File: src/rtl/trig_pkg.sv
package trig_pkg;
  localparam int TRIG_SLOTS = 8;
  localparam int NIB_W      = 4;
  localparam int REG_W      = TRIG_SLOTS * NIB_W;

  localparam logic [3:0] ACT_NONE = 4'd0;
  localparam logic [3:0] ACT_ON   = 4'd2;
  localparam logic [3:0] ACT_OFF  = 4'd3;
  localparam logic [3:0] ACT_NTFY = 4'd4;

  localparam logic [1:0] RA_ACT  = 2'd0;
  localparam logic [1:0] RA_EV   = 2'd1;
  localparam logic [1:0] RA_STAT = 2'd2;

  // packed order gives bitmap positions: start=0, stop=1, notify=2
  typedef struct packed {
    logic ntfy;
    logic stop;
    logic start;
  } trig_ev_t;

  function automatic logic [3:0] legal_act(input logic [3:0] v);
    case (v)
      ACT_ON, ACT_OFF, ACT_NTFY: legal_act = v;
      default:                   legal_act = ACT_NONE;
    endcase
  endfunction
endpackage

File: src/rtl/trig_cfg_regs.sv
module trig_cfg_regs
  import trig_pkg::*;
#(
  parameter int   N_IN      = 8,
  parameter int   N_OUT     = 8,
  parameter logic HAS_WATCH = 1'b1
) (
  input  logic                 clk,
  input  logic                 rst,
  input  logic                 reg_wr,
  input  logic [1:0]           reg_addr,
  input  logic [REG_W-1:0]     reg_wdata,
  input  logic                 tracing,
  output logic [4*N_IN-1:0]    act_sel,
  output logic [4*N_OUT-1:0]   ev_sel,
  output logic [REG_W-1:0]     reg_rdata
);
  localparam logic [3:0] EV_MASK = {1'b0, HAS_WATCH, 2'b11};

  logic [REG_W-1:0] act_q;
  logic [REG_W-1:0] ev_q;

  always_ff @(posedge clk) begin
    if (rst) begin
      act_q <= '0;
      ev_q  <= '0;
    end else if (reg_wr) begin
      if (reg_addr == RA_ACT) begin
        for (int n = 0; n < TRIG_SLOTS; n++)
          act_q[4*n +: 4] <= (n < N_IN) ? legal_act(reg_wdata[4*n +: 4]) : ACT_NONE;
      end
      if (reg_addr == RA_EV) begin
        for (int k = 0; k < TRIG_SLOTS; k++)
          ev_q[4*k +: 4] <= (k < N_OUT) ? (reg_wdata[4*k +: 4] & EV_MASK) : 4'h0;
      end
    end
  end

  always_ff @(posedge clk) begin
    if (rst) reg_rdata <= '0;
    else begin
      case (reg_addr)
        RA_ACT:  reg_rdata <= act_q;
        RA_EV:   reg_rdata <= ev_q;
        RA_STAT: reg_rdata <= {{(REG_W-1){1'b0}}, tracing};
        default: reg_rdata <= '0;
      endcase
    end
  end

  assign act_sel = act_q[4*N_IN-1:0];
  assign ev_sel  = ev_q[4*N_OUT-1:0];
endmodule

File: src/rtl/trig_decode.sv
module trig_decode
  import trig_pkg::*;
#(
  parameter int N_IN  = 8,
  parameter int N_DBG = 2
) (
  input  logic               en,
  input  logic [N_IN-1:0]    ext_in,
  input  logic [4*N_IN-1:0]  act_sel,
  input  logic [N_DBG-1:0]   dbg_vld,
  input  logic [4*N_DBG-1:0] dbg_code,
  output logic               on_req,
  output logic               off_req,
  output logic               ntfy_req
);
  localparam int NSRC = N_IN + N_DBG;

  logic [NSRC-1:0] fire;
  logic [3:0]      code [NSRC];
  logic [NSRC-1:0] hit_on, hit_off, hit_nt;

  for (genvar i = 0; i < N_IN; i++) begin : g_ext
    assign fire[i] = ext_in[i];
    assign code[i] = act_sel[4*i +: 4];
  end

  for (genvar j = 0; j < N_DBG; j++) begin : g_dbg
    assign fire[N_IN+j] = dbg_vld[j];
    assign code[N_IN+j] = dbg_code[4*j +: 4];
  end

  for (genvar s = 0; s < NSRC; s++) begin : g_src
    assign hit_on[s]  = fire[s] && (code[s] == ACT_ON);
    assign hit_off[s] = fire[s] && (code[s] == ACT_OFF);
    assign hit_nt[s]  = fire[s] && (code[s] == ACT_NTFY);
  end

  assign on_req   = en && (|hit_on);
  assign off_req  = en && (|hit_off);
  assign ntfy_req = en && (|hit_nt);
endmodule

File: src/rtl/trig_state.sv
module trig_state
  import trig_pkg::*;
(
  input  logic     clk,
  input  logic     rst,
  input  logic     on_req,
  input  logic     off_req,
  input  logic     ntfy_req,
  output logic     tracing,
  output logic     window,
  output logic     notify_pulse,
  output trig_ev_t ev_now
);
  logic trc_q;

  // the group of this cycle is traced if already on or turned on now
  assign ev_now.start = on_req & ~trc_q;
  assign ev_now.stop  = off_req & (trc_q | on_req);
  assign ev_now.ntfy  = ntfy_req;

  always_ff @(posedge clk) begin
    if (rst) begin
      trc_q        <= 1'b0;
      window       <= 1'b0;
      notify_pulse <= 1'b0;
    end else begin
      window       <= trc_q | on_req;
      notify_pulse <= ntfy_req;
      if (off_req)     trc_q <= 1'b0;
      else if (on_req) trc_q <= 1'b1;
    end
  end

  assign tracing = trc_q;
endmodule

File: src/rtl/trig_out_map.sv
module trig_out_map
  import trig_pkg::*;
#(
  parameter int N_OUT = 8
) (
  input  logic               clk,
  input  logic               rst,
  input  trig_ev_t           ev_now,
  input  logic [4*N_OUT-1:0] ev_sel,
  output logic [N_OUT-1:0]   ext_out
);
  for (genvar k = 0; k < N_OUT; k++) begin : g_out
    logic q;
    always_ff @(posedge clk) begin
      if (rst) q <= 1'b0;
      else     q <= |(ev_sel[4*k +: 4] & {1'b0, ev_now});
    end
    assign ext_out[k] = q;
  end
endmodule

File: src/rtl/trig_trace_ctrl.sv
module trig_trace_ctrl
  import trig_pkg::*;
#(
  parameter int   N_IN      = 6,
  parameter int   N_OUT     = 3,
  parameter int   N_DBG     = 2,
  parameter logic HAS_WATCH = 1'b1
) (
  input  logic               clk,
  input  logic               rst,
  input  logic               inst_trig_en,
  input  logic [N_IN-1:0]    ext_trig_in,
  input  logic [N_DBG-1:0]   dbg_act_vld,
  input  logic [4*N_DBG-1:0] dbg_act_code,
  input  logic               reg_wr,
  input  logic [1:0]         reg_addr,
  input  logic [31:0]        reg_wdata,
  output logic [31:0]        reg_rdata,
  output logic               tracing,
  output logic               trace_window,
  output logic               notify_pulse,
  output logic [N_OUT-1:0]   ext_trig_out
);
  logic [4*N_IN-1:0]  act_sel;
  logic [4*N_OUT-1:0] ev_sel;
  logic               on_req, off_req, ntfy_req;
  trig_ev_t           ev_now;

  trig_cfg_regs #(.N_IN(N_IN), .N_OUT(N_OUT), .HAS_WATCH(HAS_WATCH)) u_cfg (
    .clk(clk), .rst(rst), .reg_wr(reg_wr), .reg_addr(reg_addr),
    .reg_wdata(reg_wdata), .tracing(tracing),
    .act_sel(act_sel), .ev_sel(ev_sel), .reg_rdata(reg_rdata)
  );

  trig_decode #(.N_IN(N_IN), .N_DBG(N_DBG)) u_dec (
    .en(inst_trig_en), .ext_in(ext_trig_in), .act_sel(act_sel),
    .dbg_vld(dbg_act_vld), .dbg_code(dbg_act_code),
    .on_req(on_req), .off_req(off_req), .ntfy_req(ntfy_req)
  );

  trig_state u_st (
    .clk(clk), .rst(rst), .on_req(on_req), .off_req(off_req),
    .ntfy_req(ntfy_req), .tracing(tracing), .window(trace_window),
    .notify_pulse(notify_pulse), .ev_now(ev_now)
  );

  trig_out_map #(.N_OUT(N_OUT)) u_out (
    .clk(clk), .rst(rst), .ev_now(ev_now), .ev_sel(ev_sel),
    .ext_out(ext_trig_out)
  );
endmodule

File: config.mk
export PLATFORM = sky130hd
export DESIGN_NAME = trig_trace_ctrl
export DESIGN_NICKNAME = d
export VERILOG_FILES = /design/src/rtl/trig_pkg.sv /design/src/rtl/trig_cfg_regs.sv /design/src/rtl/trig_decode.sv /design/src/rtl/trig_state.sv /design/src/rtl/trig_out_map.sv /design/src/rtl/trig_trace_ctrl.sv
export SDC_FILE = /design/constraint.sdc
export NUM_CORES = 1
export LEC_CHECK = 0
export BUFFER_PORTS_ARGS = -buffer_cell sky130_fd_sc_hd__buf_4
export CELL_PAD_IN_SITES_DETAIL_PLACEMENT = 2
export CELL_PAD_IN_SITES_GLOBAL_PLACEMENT = 2
export CORE_UTILIZATION = 28
export CTS_CLUSTER_DIAMETER = 60
export CTS_CLUSTER_SIZE = 28
export DETAILED_ROUTE_END_ITERATION = 10
export HOLD_SLACK_MARGIN = 0.15
export MAX_ROUTING_LAYER = met4
export PLACE_DENSITY = 0.83
export SYNTH_ARGS = -nofsm -noshare
export SYNTH_HDL_FRONTEND = slang
export SYNTH_SLANG_ARGS = --single-unit
File: constraint.sdc
create_clock -name clk -period 2.4 [get_ports clk]
set_clock_uncertainty 0.2 [all_clocks]
set_input_delay 0.12 -clock clk [delete_from_list [all_inputs] [get_ports clk]]
set_output_delay 0.12 -clock clk [all_outputs]
set_load 0.01 [all_outputs]
==> metrics.log, run 1 <==
[metrics] combined area of all synthesized cells: 2540 sq um
[metrics] CP cell instances: nand2b_1, nor4b_1, a211oi_1, o211ai_2, a21oi_2, nor2_1, dlygate4sd3_1
[metrics] Synth Warn #: 0
[metrics] dominant combinational cell family by area after synthesis: simple AND/OR/NAND/NOR gates
[metrics] worst slew margin relative to its limit: 47.7%
[metrics] Via Count: 2,565
[metrics] Iter 0 DRT Violations: 108
[metrics] Antenna Cells: 0
[metrics] Avg Vias per Cell: 5.04
[metrics] DRT antenna net count: 0
[metrics] maximum clock path buffer count: 2
[metrics] required time of the worst setup path: 2430 ps
[metrics] area of the multi-input gates: 1230 sq um
[metrics] Worst Path Max Fanout: 5
[metrics] global-route total usage across every layer: 23.4%
[metrics] Post-Synthesis Mean Instance Area: 9.52 sq um
[metrics] Slew @ Worst Pin: 783 ps
[metrics] Critical path buffers and inverters: 1
[metrics] Worst IR Drop VDD: 0.272 mV
[metrics] vias in the first global route: 2,948
[metrics] type of the worst min-delay path: primary input to flip-flop
[metrics] post-detailed-route DRC marker count: 0
[metrics] pin count of the biggest net entering global routing: 30
[metrics] placeable core region: 8760 sq um
[metrics] number of buffers added by the clock tree synthesis step: 9
[metrics] clock latency at the later pin of the worst-skew pair: 340 ps
[metrics] wire length of the first global-routing pass: 16.4 mm
[metrics] die width: 97.3 microns
[metrics] arithmetic-cell share of the synthesized area counting full adders, half adders and majority gates: 0%
[metrics] outcome: finished clean
[metrics] hold path startpoint: dbg_act_code[0]
[metrics] multiplexer fraction of the synthesized cell area: 4.33%
[metrics] simple logic cell fraction of the synthesized area: 27.7%
[metrics] initial antenna violation count: 0
[metrics] clock transition time at the flip-flop clock pins of the worst setup and hold paths: 70 ps
[metrics] compound-cell area share of the yosys netlist: 12.7%
[metrics] maximum cell stage delay along the critical path: 570 ps
[metrics] final critical-path share of the clock period: 97.3%
[metrics] largest area contributor in the synthesized netlist: sky130_fd_sc_hd__dfxtp_1
[metrics] share of final-layout standard cells stronger than drive strength 1: 31.2%
[metrics] startpoint of the lowest-slack register-to-register path: u_cfg.act_q[19]$_SDFFE_PP0P_
[metrics] count of different cell masters after synthesis: 35
[metrics] Final Max Tran Viols: 0
[metrics] wire length per cell after detailed routing: 20.5 microns
[metrics] final-layout worst hold slack: 168 ps
[metrics] #FFs+latches synth: 63
[metrics] share of the synthesized area in the top cell type: 49.6%
[metrics] total number of clock tree sinks: 63
[metrics] hold depth: 4
[metrics] CP top delay family: compound AO/OA/AOI/OAI gates
[metrics] final core utilization: 45.4%
[metrics] worst reg-to-reg path cell count: 7
[metrics] effective utilization at floorplan: 29.0%
[metrics] Total Die Area: 9460 sq um
[metrics] routability cong.: 0.787
[metrics] setup slack of the most critical reg-to-reg path: 70 ps
[metrics] endpoint with the worst hold slack: u_st.tracing$_SDFFE_PP0P_
[metrics] Setup Viol. Count Final: 0
[metrics] post-synthesis xor/xnor area fraction: 0%
[metrics] I/O pins: 92
[metrics] placed wire-length estimate: 6.07 mm
[metrics] slack of the critical path: 65.3 ps
[metrics] clock tree from TritonCTS: done
[metrics] critical path class: flip-flop to flip-flop
[metrics] Fin. Hold Viols: 0
[metrics] Final Net Count: 450
[metrics] synth top area cells: sky130_fd_sc_hd__dfxtp_1 (50%), sky130_fd_sc_hd__and2_1 (5.2%), sky130_fd_sc_hd__nor2_1 (4.7%)
[metrics] timing-limited maximum frequency: 428 MHz
[metrics] clk root buf: sky130_fd_sc_hd__clkbuf_8
[metrics] cell with the largest stage delay on the worst path: sky130_fd_sc_hd__dlygate4sd3_1
[metrics] total wirelength of the detailed-routed design: 10.4 mm
[metrics] worst setup timing slack at the placement stage: 315 ps
[metrics] H-tree levels: 3
[metrics] GR Overflow Total: 0
[metrics] area occupied by registers: 1270 sq um
[metrics] Filler Cell Count: 955
[metrics] crit path time final: 2330 ps
[metrics] worst path arrival time: 2360 ps
[metrics] kind of start point of the critical path: flip-flop
[metrics] total leakage power: 1.69 nW
[metrics] total negative setup slack: 0 ps
[metrics] count of buffers from port buffering: 75
[metrics] cell count after synthesis: 267
[metrics] max-cap check violation count: 0
[metrics] proportion of synthesized chip area in sequential cells: 49.6%
[metrics] DRT Pass-1 Iters: 6
[metrics] type of element capturing the critical path: flip-flop
[metrics] capturing point of the worst reg2reg path: u_st.window$_SDFF_PP0_
[metrics] Die Span Y: 97.3 microns
[metrics] number of rows in the core area: 34
[metrics] power density over cell area: 564 nW/um^2
[metrics] P&R area growth vs syn: 56.6%
## area by class of cell
class / count / share of cell area (%)
Clock buffer: 9 / 3.11
Timing Repair Buffer: 133 / 28.4
Tap cell: 108 / 3.40
Inverter: 4 / 0.377
Clock inverter: 7 / 1.82
Sequential cell: 63 / 32.0
Multi-Input combinational cell: 185 / 30.9
## layer usage
metal | vias up | track usage, % | routed length [microns]
li1 | 1193 | - | -
met4 | 0 | 8.82 | 239
met2 | 73 | 43.2 | 5670
met5 | - | - | 0
met1 | 1280 | 25.2 | 4180
met3 | 19 | 3.38 | 329
## synthesized netlist by cell type
library cell,number
sky130_fd_sc_hd__conb_1,1
sky130_fd_sc_hd__nor4_1,6
sky130_fd_sc_hd__and4b_2,3
sky130_fd_sc_hd__nor3b_1,1
sky130_fd_sc_hd__nor4b_1,11
sky130_fd_sc_hd__nand4_1,2
sky130_fd_sc_hd__a2111oi_4,1
sky130_fd_sc_hd__buf_4,11
sky130_fd_sc_hd__a22oi_1,4
sky130_fd_sc_hd__mux2i_1,11
sky130_fd_sc_hd__nor2b_1,4
sky130_fd_sc_hd__nor2_1,32
sky130_fd_sc_hd__nand2b_1,8
sky130_fd_sc_hd__or2_2,1
sky130_fd_sc_hd__a31oi_1,2
sky130_fd_sc_hd__and2_1,21
sky130_fd_sc_hd__dfxtp_1,63
sky130_fd_sc_hd__a32o_1,1
sky130_fd_sc_hd__nor3b_2,1
sky130_fd_sc_hd__nor4bb_1,3
sky130_fd_sc_hd__a22o_1,6
sky130_fd_sc_hd__nand4bb_1,1
sky130_fd_sc_hd__a221o_1,3
sky130_fd_sc_hd__nor3_1,3
sky130_fd_sc_hd__buf_1,1
sky130_fd_sc_hd__a211oi_1,3
sky130_fd_sc_hd__and3_2,1
sky130_fd_sc_hd__o211ai_2,1
sky130_fd_sc_hd__o211a_1,1
sky130_fd_sc_hd__nand4b_1,2
sky130_fd_sc_hd__nand2_1,12
sky130_fd_sc_hd__nand3_1,9
sky130_fd_sc_hd__inv_1,4
sky130_fd_sc_hd__a21oi_1,23
sky130_fd_sc_hd__clkbuf_1,10
## cell families after synthesis
family / after synthesis
compound gates: 45
buf+inv: 26
flops: 63
mux: 11
other cells: 1
simple gates: 121
## power by group
part	internal, mW	switching, mW
Clock	0.481	0.452
Sequential	1.05	0.0112
Combinational	0.128	0.118
## stage by stage
stage	instances	cell area [sq um]	power, mW
floorplan	274	2570	1.17
global route	509	3980	2.34
global placement	441	3190	1.26
CTS	507	3880	2.25
detailed placement	441	3190	1.27
finish	509	3980	2.24
## worst min-delay path, cell delays in order
cell and delay (ps):
sky130_fd_sc_hd__buf_4 100, sky130_fd_sc_hd__o211ai_2 160, sky130_fd_sc_hd__a21oi_2 210, sky130_fd_sc_hd__a211oi_1 70
## what timing repair did
action,4_1_cts,5_1_grt
endpoints found under the hold margin,40,0
setup endpoints to repair,0,12
resized for setup,0,21
hold buffers,50,0
buffers inserted,0,2
## layout by cell type, fill, tap and decap left out, types with 6 or more instances in the layout
cell type / count
sky130_fd_sc_hd__clkbuf_8: 9
sky130_fd_sc_hd__a22o_1: 6
sky130_fd_sc_hd__nand2b_1: 6
sky130_fd_sc_hd__mux2i_1: 11
sky130_fd_sc_hd__conb_1: 8
sky130_fd_sc_hd__dfxtp_1: 56
sky130_fd_sc_hd__buf_4: 83
sky130_fd_sc_hd__dfxtp_2: 6
sky130_fd_sc_hd__a21oi_1: 22
sky130_fd_sc_hd__nor4b_1: 8
sky130_fd_sc_hd__nand2_1: 12
sky130_fd_sc_hd__nor2_1: 32
sky130_fd_sc_hd__dlygate4sd3_1: 48
sky130_fd_sc_hd__nand3_1: 9
sky130_fd_sc_hd__and2_1: 20
## flip-flops by register name, summed over array words and instances (netlist names)
name / cells
u_cfg.act_q: 24
u_cfg.ev_q: 9
u_cfg.reg_rdata: 24
u_out.g_out.q: 3
u_st.notify_pulse: 1
u_st.tracing: 1
u_st.window: 1
## how the worst max path moves through the flow
stage               depth (start not counted)                     endpoint  slack, ps                          from
CTS                                         8   u_cfg.ev_q[9]$_SDFFE_PP0P_         20                   reg_addr[1]
global placement                            6  u_out.g_out[1].q$_SDFF_PP0_        350   u_cfg.act_q[3]$_SDFFE_PP0P_
detailed placement                          6  u_out.g_out[0].q$_SDFF_PP0_        310  u_cfg.act_q[15]$_SDFFE_PP0P_
finish                                      7       u_st.window$_SDFF_PP0_         70  u_cfg.act_q[19]$_SDFFE_PP0P_
global route                                7  u_cfg.act_q[0]$_SDFFE_PP0P_         -3                   reg_addr[0]
floorplan                                   6  u_out.g_out[0].q$_SDFF_PP0_        520   u_cfg.act_q[3]$_SDFFE_PP0P_
No activity file was read; power rests on OpenSTA's default activity.
==> inputs of run 2 (changes only) <==
--- a/config.mk
+++ b/config.mk
@@ -5,7 +5,7 @@
 export SDC_FILE = /design/constraint.sdc
 export NUM_CORES = 1
 export LEC_CHECK = 0
-export BUFFER_PORTS_ARGS = -buffer_cell sky130_fd_sc_hd__buf_4
+export BUFFER_PORTS_ARGS = -buffer_cell sky130_fd_sc_hd__buf_2
 export CELL_PAD_IN_SITES_DETAIL_PLACEMENT = 2
 export CELL_PAD_IN_SITES_GLOBAL_PLACEMENT = 2
 export CORE_UTILIZATION = 28
==> run 2 against run 1 <==
- flip-flop and latch count unchanged
- worst hold slack better by 14 ps
- clock power rose by 16%
- wire length shrank 3.5%
- critical path depth down 1
- via count up 2.6%
- critical path type is now primary input to flip-flop
==> metrics.log, run 2 (synthesis results as in run 1) <==
[metrics] outcome: finished clean
[metrics] effective utilization at floorplan: 29.0% (unchanged)
[metrics] destination of the critical timing path: u_cfg.act_q[20]$_SDFFE_PP0P_
[metrics] Worst IR Drop VDD: 0.283 mV (+4.4%)
[metrics] final critical-path share of the clock period: 96.2% (-1.1 points)
[metrics] I/O pins: 92 (unchanged)
[metrics] pin count of the biggest net entering global routing: 26 (-13%)
[metrics] DRT Pass-1 Iters: 4 (-2)
[metrics] Fin. Hold Viols: 0 (unchanged)
[metrics] final cell area excluding filler cells: 3820 sq um (-4.1%)
[metrics] worst path arrival time: 2390 ps (+30 ps)
[metrics] GR Overflow Total: 0 (unchanged)
[metrics] placed wire-length estimate: 6.22 mm (+2.5%)
[metrics] crit-path most repeated cell: sky130_fd_sc_hd__dlygate4sd3_1
[metrics] Iter 0 DRT Violations: 150 (+39%)
[metrics] P&R area growth vs syn: 50.2%
[metrics] total number of clock tree sinks: 63 (unchanged)
[metrics] critical path class: primary input to flip-flop
[metrics] area occupied by registers: 1260 sq um (-0.88%)
[metrics] count of buffers from port buffering: 75 (unchanged)
[metrics] wire length of the first global-routing pass: 16.2 mm (-0.92%)
[metrics] placeable core region: 8760 sq um (unchanged)
[metrics] worst reg-to-reg path cell count: 6 (-1)
[metrics] number of rows in the core area: 34 (unchanged)
[metrics] global-route total usage across every layer: 23.0% (-0.33 points)
[metrics] maximum clock path buffer count: 2 (unchanged)
[metrics] max-cap check violation count: 0 (unchanged)
[metrics] total leakage power: 1.67 nW (-1.2%)
[metrics] wire length per cell after detailed routing: 19.6 microns (-4.5%)
[metrics] routability cong.: 0.786 (-0.11%)
[metrics] Via Count: 2,632 (+2.6%)
[metrics] clock transition time at the flip-flop clock pins of the worst setup and hold paths: 80 ps (about the same)
[metrics] type of the worst min-delay path: primary input to flip-flop
[metrics] setup slack of the most critical reg-to-reg path: 150 ps (+80 ps)
[metrics] timing-limited maximum frequency: 433 MHz (+1.2%)
[metrics] share of final-layout standard cells stronger than drive strength 1: 27.8% (-3.3 points)
[metrics] highest-count cells in the layout ignoring fill and taps: sky130_fd_sc_hd__buf_2 (75), sky130_fd_sc_hd__dfxtp_1 (63), sky130_fd_sc_hd__dlygate4sd3_1 (53)
[metrics] DRT antenna net count: 0 (unchanged)
[metrics] H-tree levels: 3 (unchanged)
[metrics] maximum cell stage delay along the critical path: 570 ps (about the same)
[metrics] startpoint of the lowest-slack register-to-register path: u_cfg.act_q[0]$_SDFFE_PP0P_
[metrics] startpoint of the worst setup timing path: rst
[metrics] final-layout worst hold slack: 183 ps (+14.5 ps)
[metrics] die width: 97.3 microns (unchanged)
[metrics] CP top delay family: buffers and inverters
[metrics] post-detailed-route DRC marker count: 0 (unchanged)
[metrics] type of element capturing the critical path: flip-flop
[metrics] worst setup timing slack at the placement stage: 310 ps (-4.47 ps)
[metrics] Final Net Count: 455 (+1.1%)
[metrics] crit path time final: 2310 ps (-27.0 ps)
[metrics] Antenna Cells: 0 (unchanged)
[metrics] number of logic stages on the critical path including buffering: 6 (-1)
[metrics] total wirelength of the detailed-routed design: 10.1 mm (-3.5%)
[metrics] clock tree from TritonCTS: done
[metrics] Worst Path Max Fanout: 25 (+20)
[metrics] slack of the critical path: 92.3 ps (+27.0 ps)
[metrics] clock latency at the later pin of the worst-skew pair: 350 ps (about the same)
[metrics] Filler Cell Count: 955 (unchanged)
[metrics] number of buffers added by the clock tree synthesis step: 9 (unchanged)
[metrics] clk root buf: sky130_fd_sc_hd__clkbuf_8
[metrics] Final Max Tran Viols: 0 (unchanged)
[metrics] Die Span Y: 97.3 microns (unchanged)
[metrics] cell with the largest stage delay on the worst path: sky130_fd_sc_hd__dlygate4sd3_1
[metrics] Setup Viol. Count Final: 0 (unchanged)
[metrics] required time of the worst setup path: 2490 ps (+60 ps)
[metrics] power density over cell area: 620 nW/um^2 (+9.9%)
[metrics] leading cell type in the layout, fill and taps excluded: sky130_fd_sc_hd__buf_2
[metrics] Total Die Area: 9460 sq um (unchanged)
[metrics] worst slew margin relative to its limit: 56.5% (+8.9 points)
[metrics] total negative setup slack: 0 ps (unchanged)
[metrics] Slew @ Worst Pin: 643 ps (-140 ps)
[metrics] Avg Vias per Cell: 5.12 (+1.6%)
[metrics] area of the multi-input gates: 1190 sq um (-3.5%)
[metrics] CP cell instances: dlygate4sd3_1, buf_2, buf_4, nor4_1, a22o_1, dlygate4sd3_1
[metrics] Critical path buffers and inverters: 4 (+3)
[metrics] capturing point of the worst reg2reg path: u_st.notify_pulse$_SDFF_PP0_
[metrics] initial antenna violation count: 0 (unchanged)
[metrics] area post-placement: 3020 sq um (-5.2%)
[metrics] vias in the first global route: 2,999 (+1.7%)
[metrics] kind of start point of the critical path: primary input
[metrics] registers with the highest flip-flop counts: u_cfg.act_q x24, u_cfg.reg_rdata x24, u_cfg.ev_q x9
[run 2: final cells by class]
cell class,instances,share of cell area [%]
timing repair buffer,138,25.8
tap,108,3.54
clock inverter,6,2.46
multi-input combinational,185,31.1
sequential,63,33.0
inverter,4,0.393
clock buffer,10,3.61
[run 2: worst min path at each step]
stage	startpoint	end	depth (start not counted)
2_1_floorplan	inst_trig_en	u_st.tracing$_SDFFE_PP0P_	1
3_3_place_gp	inst_trig_en	u_st.tracing$_SDFFE_PP0P_	2
3_5_place_dp	inst_trig_en	u_st.tracing$_SDFFE_PP0P_	2
4_1_cts	dbg_act_code[1]	u_st.tracing$_SDFFE_PP0P_	5
5_1_grt	reg_addr[1]	u_cfg.reg_rdata[0]$_SDFF_PP0_	5
6_report	reg_addr[1]	u_cfg.reg_rdata[0]$_SDFF_PP0_	5
[run 2: what timing repair did]
| action | in CTS | in global routing |
|---|---|---|
| endpoints found under the hold margin | 40 | 6 |
| setup buffers | 0 | 1 |
| setup endpoints to repair | 0 | 17 |
| hold buffers | 52 | 2 |
| resized for setup | 0 | 5 |
[run 2: power by group]
| group | total, mW | switching (mW) | internal [mW] |
|---|---|---|---|
| clock network | 1.08 | 0.460 | 0.618 |
| logic | 0.221 | 0.114 | 0.107 |
| registers | 1.07 | 0.0108 | 1.06 |
| total | 2.37 | 0.585 | 1.78 |
[run 2: routing by layer]
layer	GRT usage (%)	share of wire (%)	vias to the layer above
li1	-	-	1198
met1	24.7	39	1309
met2	40.9	53	99
met3	4.68	5.0	26
met4	10.4	3.0	0
met5	-	0	-
[run 2: stage by stage]
step | utilization (%) | power (mW) | cells
6_report | 43.5 | 2.37 | 514
5_1_grt | 43.5 | 2.45 | 514
4_1_cts | 43.1 | 2.35 | 512
3_5_place_dp | 34.5 | 1.25 | 444
3_3_place_gp | 34.5 | 1.24 | 444
2_1_floorplan | - | 1.17 | 274
[run 2: worst register-to-register path, cell delays in order, from the launching register on]
cell and delay [ps]:
sky130_fd_sc_hd__dfxtp_1 450, sky130_fd_sc_hd__nor2_1 90, sky130_fd_sc_hd__and3_2 210, sky130_fd_sc_hd__a21oi_1 190, sky130_fd_sc_hd__nand4_1 170, sky130_fd_sc_hd__and2_1 250, sky130_fd_sc_hd__dlygate4sd3_1 580
==> inputs of run 3 (changes only) <==
--- a/config.mk
+++ b/config.mk
@@ -8,6 +8,7 @@
 export BUFFER_PORTS_ARGS = -buffer_cell sky130_fd_sc_hd__buf_2
 export CELL_PAD_IN_SITES_DETAIL_PLACEMENT = 2
 export CELL_PAD_IN_SITES_GLOBAL_PLACEMENT = 2
+export CORE_ASPECT_RATIO = 2
 export CORE_UTILIZATION = 28
 export CTS_CLUSTER_DIAMETER = 60
 export CTS_CLUSTER_SIZE = 28
==> run 3 against run 2 <==
- the run now ends with setup timing left
- worst hold slack worse by 5.1 ps
- clock power up 9%
- power up 4.6%
- die area up 0.25%
- sequential power about the same
- flip-flop and latch count unchanged
- first-iteration DRC count down 45%
- wire length up 10%
- highest routed layer unchanged
==> metrics.log, run 3 (synthesis results as in run 1) <==
[metrics] outcome: finished, violations left
[metrics] violated checks: setup timing
[metrics] Iter 0 DRT Violations: 83 (-45%)
[metrics] slack of the critical path: -26.8 ps (-119 ps)
[metrics] timing-limited maximum frequency: 412 MHz (-4.9%)
[metrics] Fin. Hold Viols: 0 (unchanged)
[metrics] required time of the worst setup path: 2420 ps (-70 ps)
[metrics] final critical-path share of the clock period: 101% (+5.0 points)
[metrics] wire length of the first global-routing pass: 16.6 mm (+2.6%)
[metrics] DRT Pass-1 Iters: 4 (unchanged)
[metrics] crit path time final: 2430 ps (+119 ps)
[metrics] share of final-layout standard cells stronger than drive strength 1: 25.8% (-2.0 points)
[metrics] placeable core region: 8710 sq um (-0.63%)
[metrics] Final Net Count: 457 (+0.44%)
[metrics] power density over cell area: 641 nW/um^2 (+3.4%)
[metrics] number of buffers added by the clock tree synthesis step: 9 (unchanged)
[metrics] Antenna Cells: 0 (unchanged)
[metrics] die width: 69.4 microns (-29%)
[metrics] type of the worst min-delay path: primary input to flip-flop
[metrics] highest-count cells in the layout ignoring fill and taps: sky130_fd_sc_hd__buf_2 (75), sky130_fd_sc_hd__dfxtp_1 (63), sky130_fd_sc_hd__dlygate4sd3_1 (59)
[metrics] total number of clock tree sinks: 63 (unchanged)
[metrics] total leakage power: 1.70 nW (+1.9%)
[metrics] Worst Path Max Fanout: 3 (-88%)
[metrics] effective utilization at floorplan: 29.2% (+0.18 points)
[metrics] Worst IR Drop VDD: 0.338 mV (+19%)
[metrics] DRT antenna net count: 0 (unchanged)
[metrics] maximum cell stage delay along the critical path: 560 ps (about the same)
[metrics] leading cell type in the layout, fill and taps excluded: sky130_fd_sc_hd__buf_2
[metrics] vias in the first global route: 3,040 (+1.4%)
[metrics] worst slew margin relative to its limit: 27.1% (-29 points)
[metrics] number of rows in the core area: 48 (+41%)
[metrics] routability cong.: 0.787 (+0.14%)
[metrics] global-route total usage across every layer: 24.5% (+1.5 points)
[metrics] clock latency at the later pin of the worst-skew pair: 340 ps (about the same)
[metrics] P&R area growth vs syn: 51.8%
[metrics] type of element capturing the critical path: flip-flop
[metrics] Via Count: 2,674 (+1.6%)
[metrics] initial antenna violation count: 0 (unchanged)
[metrics] max-cap check violation count: 0 (unchanged)
[metrics] placed wire-length estimate: 6.22 mm (-0.12%)
[metrics] pin count of the biggest net entering global routing: 23 (-12%)
[metrics] H-tree levels: 3 (unchanged)
[metrics] Slew @ Worst Pin: 1090 ps (+451 ps)
[metrics] GR Overflow Total: 0 (unchanged)
[metrics] CP cell instances: nand2b_1, nor3b_2, a2111oi_4, o211ai_2, a21oi_1, nor2_1, dlygate4sd3_1
[metrics] clock tree from TritonCTS: done
[metrics] registers with the highest flip-flop counts: u_cfg.act_q x24, u_cfg.reg_rdata x24, u_cfg.ev_q x9
[metrics] I/O pins: 92 (unchanged)
[metrics] Die Span Y: 137 microns (+41%)
[metrics] final non-filler cell total: 507 (-1.4%)
[metrics] Setup Viol. Count Final: 1 (+1)
[metrics] cell with the largest stage delay on the worst path: sky130_fd_sc_hd__dlygate4sd3_1
[metrics] clk root buf: sky130_fd_sc_hd__clkbuf_16
[metrics] worst path arrival time: 2440 ps (+50 ps)
[metrics] Final Max Tran Viols: 0 (unchanged)
[metrics] wire length per cell after detailed routing: 21.9 microns (+12%)
[metrics] count of buffers from port buffering: 75 (unchanged)
[metrics] total wirelength of the detailed-routed design: 11.1 mm (+10%)
[metrics] maximum clock path buffer count: 2 (unchanged)
[metrics] Placed Instances: 431 (-2.9%)
[metrics] Avg Vias per Cell: 5.27 (+3.0%)
[metrics] worst setup timing slack at the placement stage: 328 ps (+17.7 ps)
[metrics] clock transition time at the flip-flop clock pins of the worst setup and hold paths: 50 ps (-30 ps)
[metrics] Total Die Area: 9480 sq um (+0.25%)
[metrics] critical path class: flip-flop to flip-flop
[metrics] kind of start point of the critical path: flip-flop
[metrics] post-detailed-route DRC marker count: 0 (unchanged)
-- run 3: critical path: cells and delay by family (launching register included) --
family | cells | cell delay [ps]
compound gates | 3 | 840
simple gates | 3 | 340
buf+inv | 1 | 560
flops | 1 | 350
-- run 3: routing by layer --
metal,track usage [%],vias to the layer above,part of all wire [%]
met5,-,-,0
met4,12.2,0,3.5
met3,4.05,27,3.5
met2,47.5,101,58
met1,22.6,1340,34
li1,-,1206,-
-- run 3: where the power goes --
| group | leakage [nW] | switching [mW] | total, mW | internal (mW) |
|---|---|---|---|---|
| clock network | 0.131 | 0.465 | 1.18 | 0.714 |
| registers | 0.508 | 0.0116 | 1.07 | 1.06 |
| logic | 1.06 | 0.119 | 0.225 | 0.107 |
| total | 1.70 | 0.595 | 2.47 | 1.88 |
-- run 3: stage by stage --
stage | TNS, ps | power [mW] | hold slack [ps] | util (%) | area [sq um]
after floorplan | 0 | 1.17 | 19.6 | - | 2570
after global placement | 0 | 1.24 | 145 | 34.2 | 2970
after detailed placement | 0 | 1.24 | 158 | 34.2 | 2970
after CTS | 0 | 2.47 | 157 | 44.0 | 3830
after global routing | -83.3 | 2.55 | 161 | 44.3 | 3860
final | -26.8 | 2.47 | 177 | 44.3 | 3860
-- run 3: area by class of cell --
| class | instances | area (sq um) |
|---|---|---|
| tap | 100 | 125 |
| inverter | 4 | 15.0 |
| clock inverter | 4 | 22.5 |
| sequential | 63 | 1260 |
| clock buffer | 11 | 243 |
| fill | 931 | 4850 |
| timing repair buffer | 140 | 1010 |
| multi-input combinational | 185 | 1180 |
-- run 3: timing repair --
action | CTS | global route
endpoints found under the setup margin | 0 | 1
hold endpoints to repair | 40 | 0
setup buffers | 0 | 2
hold buffers | 59 | 0
gates resized for setup | 0 | 2
-- run 3: final timing paths --
kind | startpoint | endpoint | slack [ps] | depth (start not counted)
worst max-delay path | u_cfg.act_q[15]$_SDFFE_PP0P_ | u_st.window$_SDFF_PP0_ | -30 | 7
worst min-delay path | dbg_act_code[6] | u_st.notify_pulse$_SDFF_PP0_ | 180 | 4
worst max register to register | u_cfg.act_q[15]$_SDFFE_PP0P_ | u_st.window$_SDFF_PP0_ | -30 | 7
worst min register to register | u_cfg.act_q[19]$_SDFFE_PP0P_ | u_cfg.reg_rdata[19]$_SDFF_PP0_ | 290 | 1
